## config.mk

```make
export PLATFORM = sky130hd
export DESIGN_NAME = wdt_keyed
export DESIGN_NICKNAME = d
export VERILOG_FILES = /design/src/rtl/wdt_keyed_pkg.sv /design/src/rtl/wdt_post_track.sv /design/src/rtl/wdt_key_fsm.sv /design/src/rtl/wdt_count_core.sv /design/src/rtl/wdt_keyed.sv
export SDC_FILE = /design/constraint.sdc
export NUM_CORES = 1
export LEC_CHECK = 0
export ABC_AREA = 1
export BUFFER_PORTS_ARGS = -buffer_cell sky130_fd_sc_hd__buf_4
export CAP_MARGIN = 20
export CORE_MARGIN = 5
export CORE_UTILIZATION = 60
export CTS_CLUSTER_SIZE = 16
export DETAILED_ROUTE_END_ITERATION = 10
export PLACE_DENSITY = 0.79
export SLEW_MARGIN = 20
export SYNTH_ARGS = -nofsm -noshare
export SYNTH_HDL_FRONTEND = slang
export SYNTH_SLANG_ARGS = --single-unit
export TNS_END_PERCENT = 100
```

## constraint.sdc

```tcl
create_clock -name clk -period 4.1 [get_ports clk]
set_clock_uncertainty 0.05 [all_clocks]
set_input_delay 0.205 -clock clk [delete_from_list [all_inputs] [get_ports clk]]
set_output_delay 0.205 -clock clk [all_outputs]
set_load 0.1 [all_outputs]
```

## src/rtl/wdt_keyed_pkg.sv

```systemverilog
package wdt_keyed_pkg;

  localparam int NUM_CH = 5;

  // posting channels; index equals pending-status bit position
  localparam int CH_CTRL  = 0;
  localparam int CH_COUNT = 1;
  localparam int CH_LOAD  = 2;
  localparam int CH_TRIG  = 3;
  localparam int CH_KEY   = 4;

  localparam logic [7:0] OFS_IDENT = 8'h00;
  localparam logic [7:0] OFS_CTRL  = 8'h24;
  localparam logic [7:0] OFS_COUNT = 8'h28;
  localparam logic [7:0] OFS_LOAD  = 8'h2C;
  localparam logic [7:0] OFS_TRIG  = 8'h30;
  localparam logic [7:0] OFS_PEND  = 8'h34;
  localparam logic [7:0] OFS_KEY   = 8'h48;

  localparam logic [31:0] KEY_RUN_A  = 32'h0000_BBBB;
  localparam logic [31:0] KEY_RUN_B  = 32'h0000_4444;
  localparam logic [31:0] KEY_HALT_A = 32'h0000_AAAA;
  localparam logic [31:0] KEY_HALT_B = 32'h0000_5555;

  typedef enum logic [1:0] {
    KS_IDLE       = 2'd0,
    KS_RUN_ARMED  = 2'd1,
    KS_HALT_ARMED = 2'd2
  } key_state_e;

  // one-hot posting channel hit for a write offset
  function automatic logic [NUM_CH-1:0] wr_decode(input logic [7:0] a);
    logic [NUM_CH-1:0] v;
    v = '0;
    case (a)
      OFS_CTRL:  v[CH_CTRL]  = 1'b1;
      OFS_COUNT: v[CH_COUNT] = 1'b1;
      OFS_LOAD:  v[CH_LOAD]  = 1'b1;
      OFS_TRIG:  v[CH_TRIG]  = 1'b1;
      OFS_KEY:   v[CH_KEY]   = 1'b1;
      default:   v = '0;
    endcase
    return v;
  endfunction

  // strobes per counter step
  function automatic logic [7:0] presc_span(input logic en, input logic [2:0] sel);
    return en ? (8'd1 << sel) : 8'd1;
  endfunction

  // load value giving a timeout of the given number of counter steps
  function automatic logic [31:0] timeout_load(input logic [31:0] steps);
    return 32'h0 - steps;
  endfunction

endpackage

```

## src/rtl/wdt_post_track.sv

```systemverilog
module wdt_post_track #(
  parameter int NUM_CH   = 5,
  parameter int POST_DLY = 4
) (
  input  logic              clk,
  input  logic              rst_n,
  input  logic [NUM_CH-1:0] wr_vec,
  output logic [NUM_CH-1:0] pend,
  output logic [NUM_CH-1:0] commit
);
  localparam int DW = $clog2(POST_DLY + 1);

  for (genvar i = 0; i < NUM_CH; i++) begin : g_ch
    logic [DW-1:0] dly_q;

    always_ff @(posedge clk) begin
      if (!rst_n) begin
        dly_q <= '0;
      end else if (wr_vec[i]) begin
        dly_q <= DW'(POST_DLY);
      end else if (dly_q != '0) begin
        dly_q <= dly_q - DW'(1);
      end
    end

    assign pend[i]   = (dly_q != '0);
    // a rewrite in the landing cycle restarts the delay instead
    assign commit[i] = (dly_q == DW'(1)) && !wr_vec[i];
  end

endmodule

```

## src/rtl/wdt_key_fsm.sv

```systemverilog
module wdt_key_fsm
  import wdt_keyed_pkg::*;
(
  input  logic        clk,
  input  logic        rst_n,
  input  logic        key_valid,
  input  logic [31:0] key_word,
  output logic        running,
  output logic        start_evt,
  output logic        stop_evt
);
  key_state_e st_q, st_d;
  logic       run_q;

  assign start_evt = key_valid && (st_q == KS_RUN_ARMED)  && (key_word == KEY_RUN_B);
  assign stop_evt  = key_valid && (st_q == KS_HALT_ARMED) && (key_word == KEY_HALT_B);

  always_comb begin
    st_d = st_q;
    if (key_valid) begin
      if (st_q == KS_IDLE) begin
        if (key_word == KEY_RUN_A)       st_d = KS_RUN_ARMED;
        else if (key_word == KEY_HALT_A) st_d = KS_HALT_ARMED;
        else                             st_d = KS_IDLE;
      end else begin
        // second word, right or wrong, ends the sequence
        st_d = KS_IDLE;
      end
    end
  end

  always_ff @(posedge clk) begin
    if (!rst_n) begin
      st_q  <= KS_IDLE;
      run_q <= 1'b0;
    end else begin
      st_q <= st_d;
      if (start_evt)     run_q <= 1'b1;
      else if (stop_evt) run_q <= 1'b0;
    end
  end

  assign running = run_q;

endmodule

```

## src/rtl/wdt_count_core.sv

```systemverilog
module wdt_count_core
  import wdt_keyed_pkg::*;
#(
  parameter int CW = 32
) (
  input  logic          clk,
  input  logic          rst_n,
  input  logic          tick_i,
  input  logic          running,
  input  logic          presc_en,
  input  logic [2:0]    presc_sel,
  input  logic          cnt_wr,
  input  logic [CW-1:0] cnt_wr_val,
  input  logic          reload,
  input  logic [CW-1:0] load_val,
  output logic [CW-1:0] cnt,
  output logic          adv_evt,
  output logic          ovf_evt,
  output logic          rst_o
);
  localparam logic [CW-1:0] CNT_MAX = '1;

  logic [7:0]    pcnt_q;
  logic [7:0]    span;
  logic [CW-1:0] cnt_q;
  logic          rst_q;
  logic          wrap;

  assign span    = presc_span(presc_en, presc_sel);
  assign adv_evt = running && tick_i && (pcnt_q == span - 8'd1);
  assign wrap    = adv_evt && (cnt_q == CNT_MAX);
  assign ovf_evt = wrap && !cnt_wr && !reload;

  always_ff @(posedge clk) begin
    if (!rst_n) begin
      pcnt_q <= '0;
    end else if (!running) begin
      pcnt_q <= '0;
    end else if (tick_i) begin
      pcnt_q <= adv_evt ? 8'd0 : pcnt_q + 8'd1;
    end
  end

  always_ff @(posedge clk) begin
    if (!rst_n) begin
      cnt_q <= '0;
      rst_q <= 1'b0;
    end else begin
      rst_q <= ovf_evt;
      if (cnt_wr)       cnt_q <= cnt_wr_val;
      else if (reload)  cnt_q <= load_val;
      else if (wrap)    cnt_q <= load_val;
      else if (adv_evt) cnt_q <= cnt_q + CW'(1);
    end
  end

  assign cnt   = cnt_q;
  assign rst_o = rst_q;

endmodule

```

## src/rtl/wdt_keyed.sv

```systemverilog
module wdt_keyed
  import wdt_keyed_pkg::*;
#(
  parameter int         POST_DLY  = 4,
  parameter logic [3:0] REV_MAJOR = 4'h2,
  parameter logic [3:0] REV_MINOR = 4'h1
) (
  input  logic        clk,
  input  logic        rst_n,
  input  logic        tick_i,
  input  logic        bus_wr,
  input  logic [7:0]  bus_addr,
  input  logic [31:0] bus_wdata,
  output logic [31:0] bus_rdata,
  output logic        wdt_rst_o
);
  localparam int CW = 32;

  logic [NUM_CH-1:0] wr_vec, pend, commit;
  logic [31:0]       shadow [NUM_CH];
  logic [5:0]        ctrl_q;
  logic [CW-1:0]     load_q, trig_q, cnt;
  logic              running, start_evt, stop_evt;
  logic              adv_evt, ovf_evt;
  logic              cnt_wr_commit, reload_evt;

  assign wr_vec = bus_wr ? wr_decode(bus_addr) : '0;

  for (genvar i = 0; i < NUM_CH; i++) begin : g_shadow
    always_ff @(posedge clk) begin
      if (!rst_n)         shadow[i] <= '0;
      else if (wr_vec[i]) shadow[i] <= bus_wdata;
    end
  end

  wdt_post_track #(.NUM_CH(NUM_CH), .POST_DLY(POST_DLY)) u_post (
    .clk    (clk),
    .rst_n  (rst_n),
    .wr_vec (wr_vec),
    .pend   (pend),
    .commit (commit)
  );

  assign cnt_wr_commit = commit[CH_COUNT];
  assign reload_evt    = commit[CH_TRIG] && (shadow[CH_TRIG] != trig_q);

  always_ff @(posedge clk) begin
    if (!rst_n) begin
      ctrl_q <= '0;
      load_q <= '0;
      trig_q <= '0;
    end else begin
      if (commit[CH_CTRL]) ctrl_q <= shadow[CH_CTRL][5:0];
      if (commit[CH_LOAD]) load_q <= shadow[CH_LOAD];
      if (commit[CH_TRIG]) trig_q <= shadow[CH_TRIG];
    end
  end

  wdt_key_fsm u_key (
    .clk       (clk),
    .rst_n     (rst_n),
    .key_valid (commit[CH_KEY]),
    .key_word  (shadow[CH_KEY]),
    .running   (running),
    .start_evt (start_evt),
    .stop_evt  (stop_evt)
  );

  wdt_count_core #(.CW(CW)) u_core (
    .clk        (clk),
    .rst_n      (rst_n),
    .tick_i     (tick_i),
    .running    (running),
    .presc_en   (ctrl_q[5]),
    .presc_sel  (ctrl_q[4:2]),
    .cnt_wr     (cnt_wr_commit),
    .cnt_wr_val (shadow[CH_COUNT]),
    .reload     (reload_evt),
    .load_val   (load_q),
    .cnt        (cnt),
    .adv_evt    (adv_evt),
    .ovf_evt    (ovf_evt),
    .rst_o      (wdt_rst_o)
  );

  always_comb begin
    case (bus_addr)
      OFS_IDENT: bus_rdata = {24'h0, REV_MAJOR, REV_MINOR};
      OFS_CTRL:  bus_rdata = {26'h0, ctrl_q};
      OFS_COUNT: bus_rdata = cnt;
      OFS_LOAD:  bus_rdata = load_q;
      OFS_TRIG:  bus_rdata = trig_q;
      OFS_PEND:  bus_rdata = {{(32-NUM_CH){1'b0}}, pend};
      default:   bus_rdata = '0;
    endcase
  end

endmodule

```

==> metrics <==
Comb power frac=30.8%; chip height=about 160 µm; CP bufs+invs=2; synthesis-to-finish area growth=14.3%; DIE WIDTH=roughly 160 µm; Net Sw Power=between 3 and 4 mW; Worst Hold Class=primary input to flip-flop; Cell Area, Placed=approximately 0.014 mm²; Critical Path Start Type=flip-flop; Seq pwr share=slightly above 40%; area of the multi-input gates=0.00545 mm²; Clock Sinks=between 200 and 300; layout filler cell count=approximately 1700; synthesized area per cell=between 8 and 9 µm²; first-pass GRT wire length=between 50000 and 60000 µm; Reg area=0.00661 mm²; Post-synth top flop=edfxtp_1; Pleak=between 6 and 7 nW; FP Rows=54; Initial DRT Pass Iterations=6; core box area=0.0218 mm²; routability cong.=0.981; Top delay family on crit path=simple AND/OR/NAND/NOR gates; Initial Util=between 60 and 70%; Max Cap Viol=0; GRT Total Usage=around 31%; initial antenna violation count=0; H-tree lvl count=1; Critical-path top delay cell=nand3_4; Hold Fails Final Rpt=0; status=completed; io pins=77; clock share of power=28.3%; RR Startpoint=ctrl_q[3]$_SDFFE_PN0P_; RSZ-0062 raised after global routing=no; Routed WL=~38000 µm; f_max=around 330 MHz; maximum VDD drop=just over 0.4 mV; final net count=approximately 1700; largest net degree at the start of global routing=between 50 and 60; mapped cell area=between 0.01 and 0.015 mm²; CP required=4.52 ns; Final Cell Area=roughly 0.015 mm²; Hold Crit Start=bus_wdata[11]; Seq/Total Area, Yosys=49.9%; period utilisation layout=73.1%; via count=roughly 11000; Worst setup EP type=flip-flop; commonest cells after routing, fill and taps aside=nor2_1 (278), nand2_1 (266), inv_1 (191); peak fanout along the critical path=between 50 and 60; CP Class=flip-flop to flip-flop; # setup viols final=0; DRC viols=0; commonest non-fill, non-tap cell in the layout=nor2_1; syn nets=between 1500 and 2000; Pint=around 5.7 mW; crit path cell chain=inv_2 -> nand2_1 -> nand2_1 -> nand2_1 -> ha_1 -> nand2_2 -> or2_1 -> nand3_1 -> nand2_2 -> nand2_2 -> nand3_4 -> inv_2 -> nand2_1 -> a21oi_2; arrival time at the worst endpoint=between 3 and 4 ns; Crit path top cell by count=nand2_1; Pwr Density=606 mW/mm²; Slew HR=around 44%; CTS buffer count=28; WL/cell=about 19 µm; area of the die=roughly 0.025 mm²; Critical Path Start=ctrl_q[3]$_SDFFE_PN0P_; vias in the first global route=between 10000 and 15000; TNS Setup=0 ns; Clock transition at path regs=0.07 ns; Port Buf Inserts=76; proportion of layout cells with a drive suffix above 1=13.3%; vias per cell=~5.8; grt ovf=0; Antenna Cells=0; Worst-Margin Slew=between 0.8 and 0.9 ns; later-pin clock latency in the skew report=0.57 ns; EDFF count, synth=134; Root Driver=clkbuf_16; DR iter-0 viols=~1500; YS warnings=0; Sw Share=between 30% and 40%; ys async rst share=0%; final max-slew violation count=0; slowest cell delay on critical path=roughly 0.50 ns; antenna violation net count after detailed routing=0; post-DP HPWL=~27000 µm; Clock Tree Buf Depth=3; post-synth cell types=slightly below 50; Yosys reg bits=approximately 260; Period minus WS final=3.00 ns; CTS tree=done; Syn Inst Count=roughly 1600
stage by stage:
stage	util [%]	instances	setup WS [ns]	power [mW]	hold slack, ns
finish	69.5	1984	1.10	9.16	0.00810
global route	69.5	1984	0.817	9.65	0.0158
CTS	69.5	1984	1.14	9.08	0.0130
detailed placement	63.9	1906	1.16	6.48	0.408
global placement	63.9	1906	1.25	6.39	0.400
floorplan	-	1601	0.448	5.87	0.313
flip-flops by register name (all words and copies together) (netlist names):
signal,count
shadow,134
load_q,32
trig_q,32
u_core.cnt,32
u_post.g_ch.dly_q,15
u_core.pcnt_q,8
ctrl_q,6
u_key.st_q,2
u_core.rst_o,1
u_key.running,1
worst reg2reg max path, delay by kind of cell (launching register included):
family                     cells  cell delay [ns]
AOI/OAI and AO/OA              1             0.14
and+or+nand+nor               10             1.58
adders and majority gates      1             0.19
DFF                            1             0.43
buffers and inverters          2             0.55
routing by layer:
layer / GRT usage [%] / share of wire, % / wire, µm / vias up
li1: - / - / - / 5382
met1: 43.2 / 41 / 15700 / 5345
met2: 46.7 / 44 / 16900 / 649
met5: 0 / 0 / 0 / -
met4: 11.4 / 4.4 / 1690 / 0
met3: 6.80 / 11 / 4180 / 106
area by class of cell:
cell class / count / share of cell area [%]
Clock buffer: 33 / 4.83
Clock inverter: 19 / 1.42
Inverter: 216 / 5.36
Multi-Input combinational cell: 1056 / 36.0
Sequential cell: 263 / 43.7
Tap cell: 280 / 2.32
Timing Repair Buffer: 117 / 6.32
cell usage after synthesis (all sizes together) (4+ instances only):
cell type | number | area, µm²
o31ai | 4 | 30.0
edfxtp | 134 | 4020
nor4 | 11 | 68.8
xnor2 | 25 | 219
ha | 19 | 238
xor2 | 35 | 307
o22ai | 4 | 25.0
nand3 | 108 | 571
nand3b | 5 | 37.5
buf | 34 | 251
nand4 | 14 | 93.8
inv | 213 | 800
or2 | 16 | 103
o211ai | 13 | 97.6
a21oi | 69 | 424
nand2 | 277 | 1100
o21ai | 110 | 588
clkbuf | 32 | 120
o221ai | 19 | 166
nor3 | 32 | 193
dfxtp | 129 | 2580
nor2 | 284 | 1100
path summary, 6_finish.rpt:
kind	to	slack (ns)	depth (start not counted)
setup / recovery	u_core.cnt[0]$_SDFFE_PN0P_	1.10	14
hold / removal	shadow[4][11]$_SDFFCE_PN0P_	0.008	3
setup reg to reg	u_core.cnt[0]$_SDFFE_PN0P_	1.10	14
hold reg to reg	u_post.g_ch[3].dly_q[1]$_SDFFE_PP0P_	0.42	2
power by group through the flow:
stage	Combinational [mW]	Clock (mW)	Sequential, mW
after global routing	3.15	2.71	3.79
after CTS	2.77	2.59	3.72
after floorplan	2.27	0	3.60
after global placement	2.64	0	3.75
final	2.82	2.59	3.75
after detailed placement	2.72	0	3.76
cell families after synthesis:
kind of cell / synth area share, %
AOI/OAI and AO/OA: 10.4
and+or+nand+nor: 24.9
xor gates and xnor gates: 3.97
adders and majority gates: 1.80
buffers and inverters: 8.94
DFF: 49.9
what timing repair did:
| action | CTS | global route |
|---|---|---|
| setup buffers | 0 | 0 |
| hold buffers | 26 | 0 |
| gates resized for setup | 0 | 0 |
| hold endpoints to repair | 96 | 0 |
Note: power is estimated with default switching activity, not from simulation.
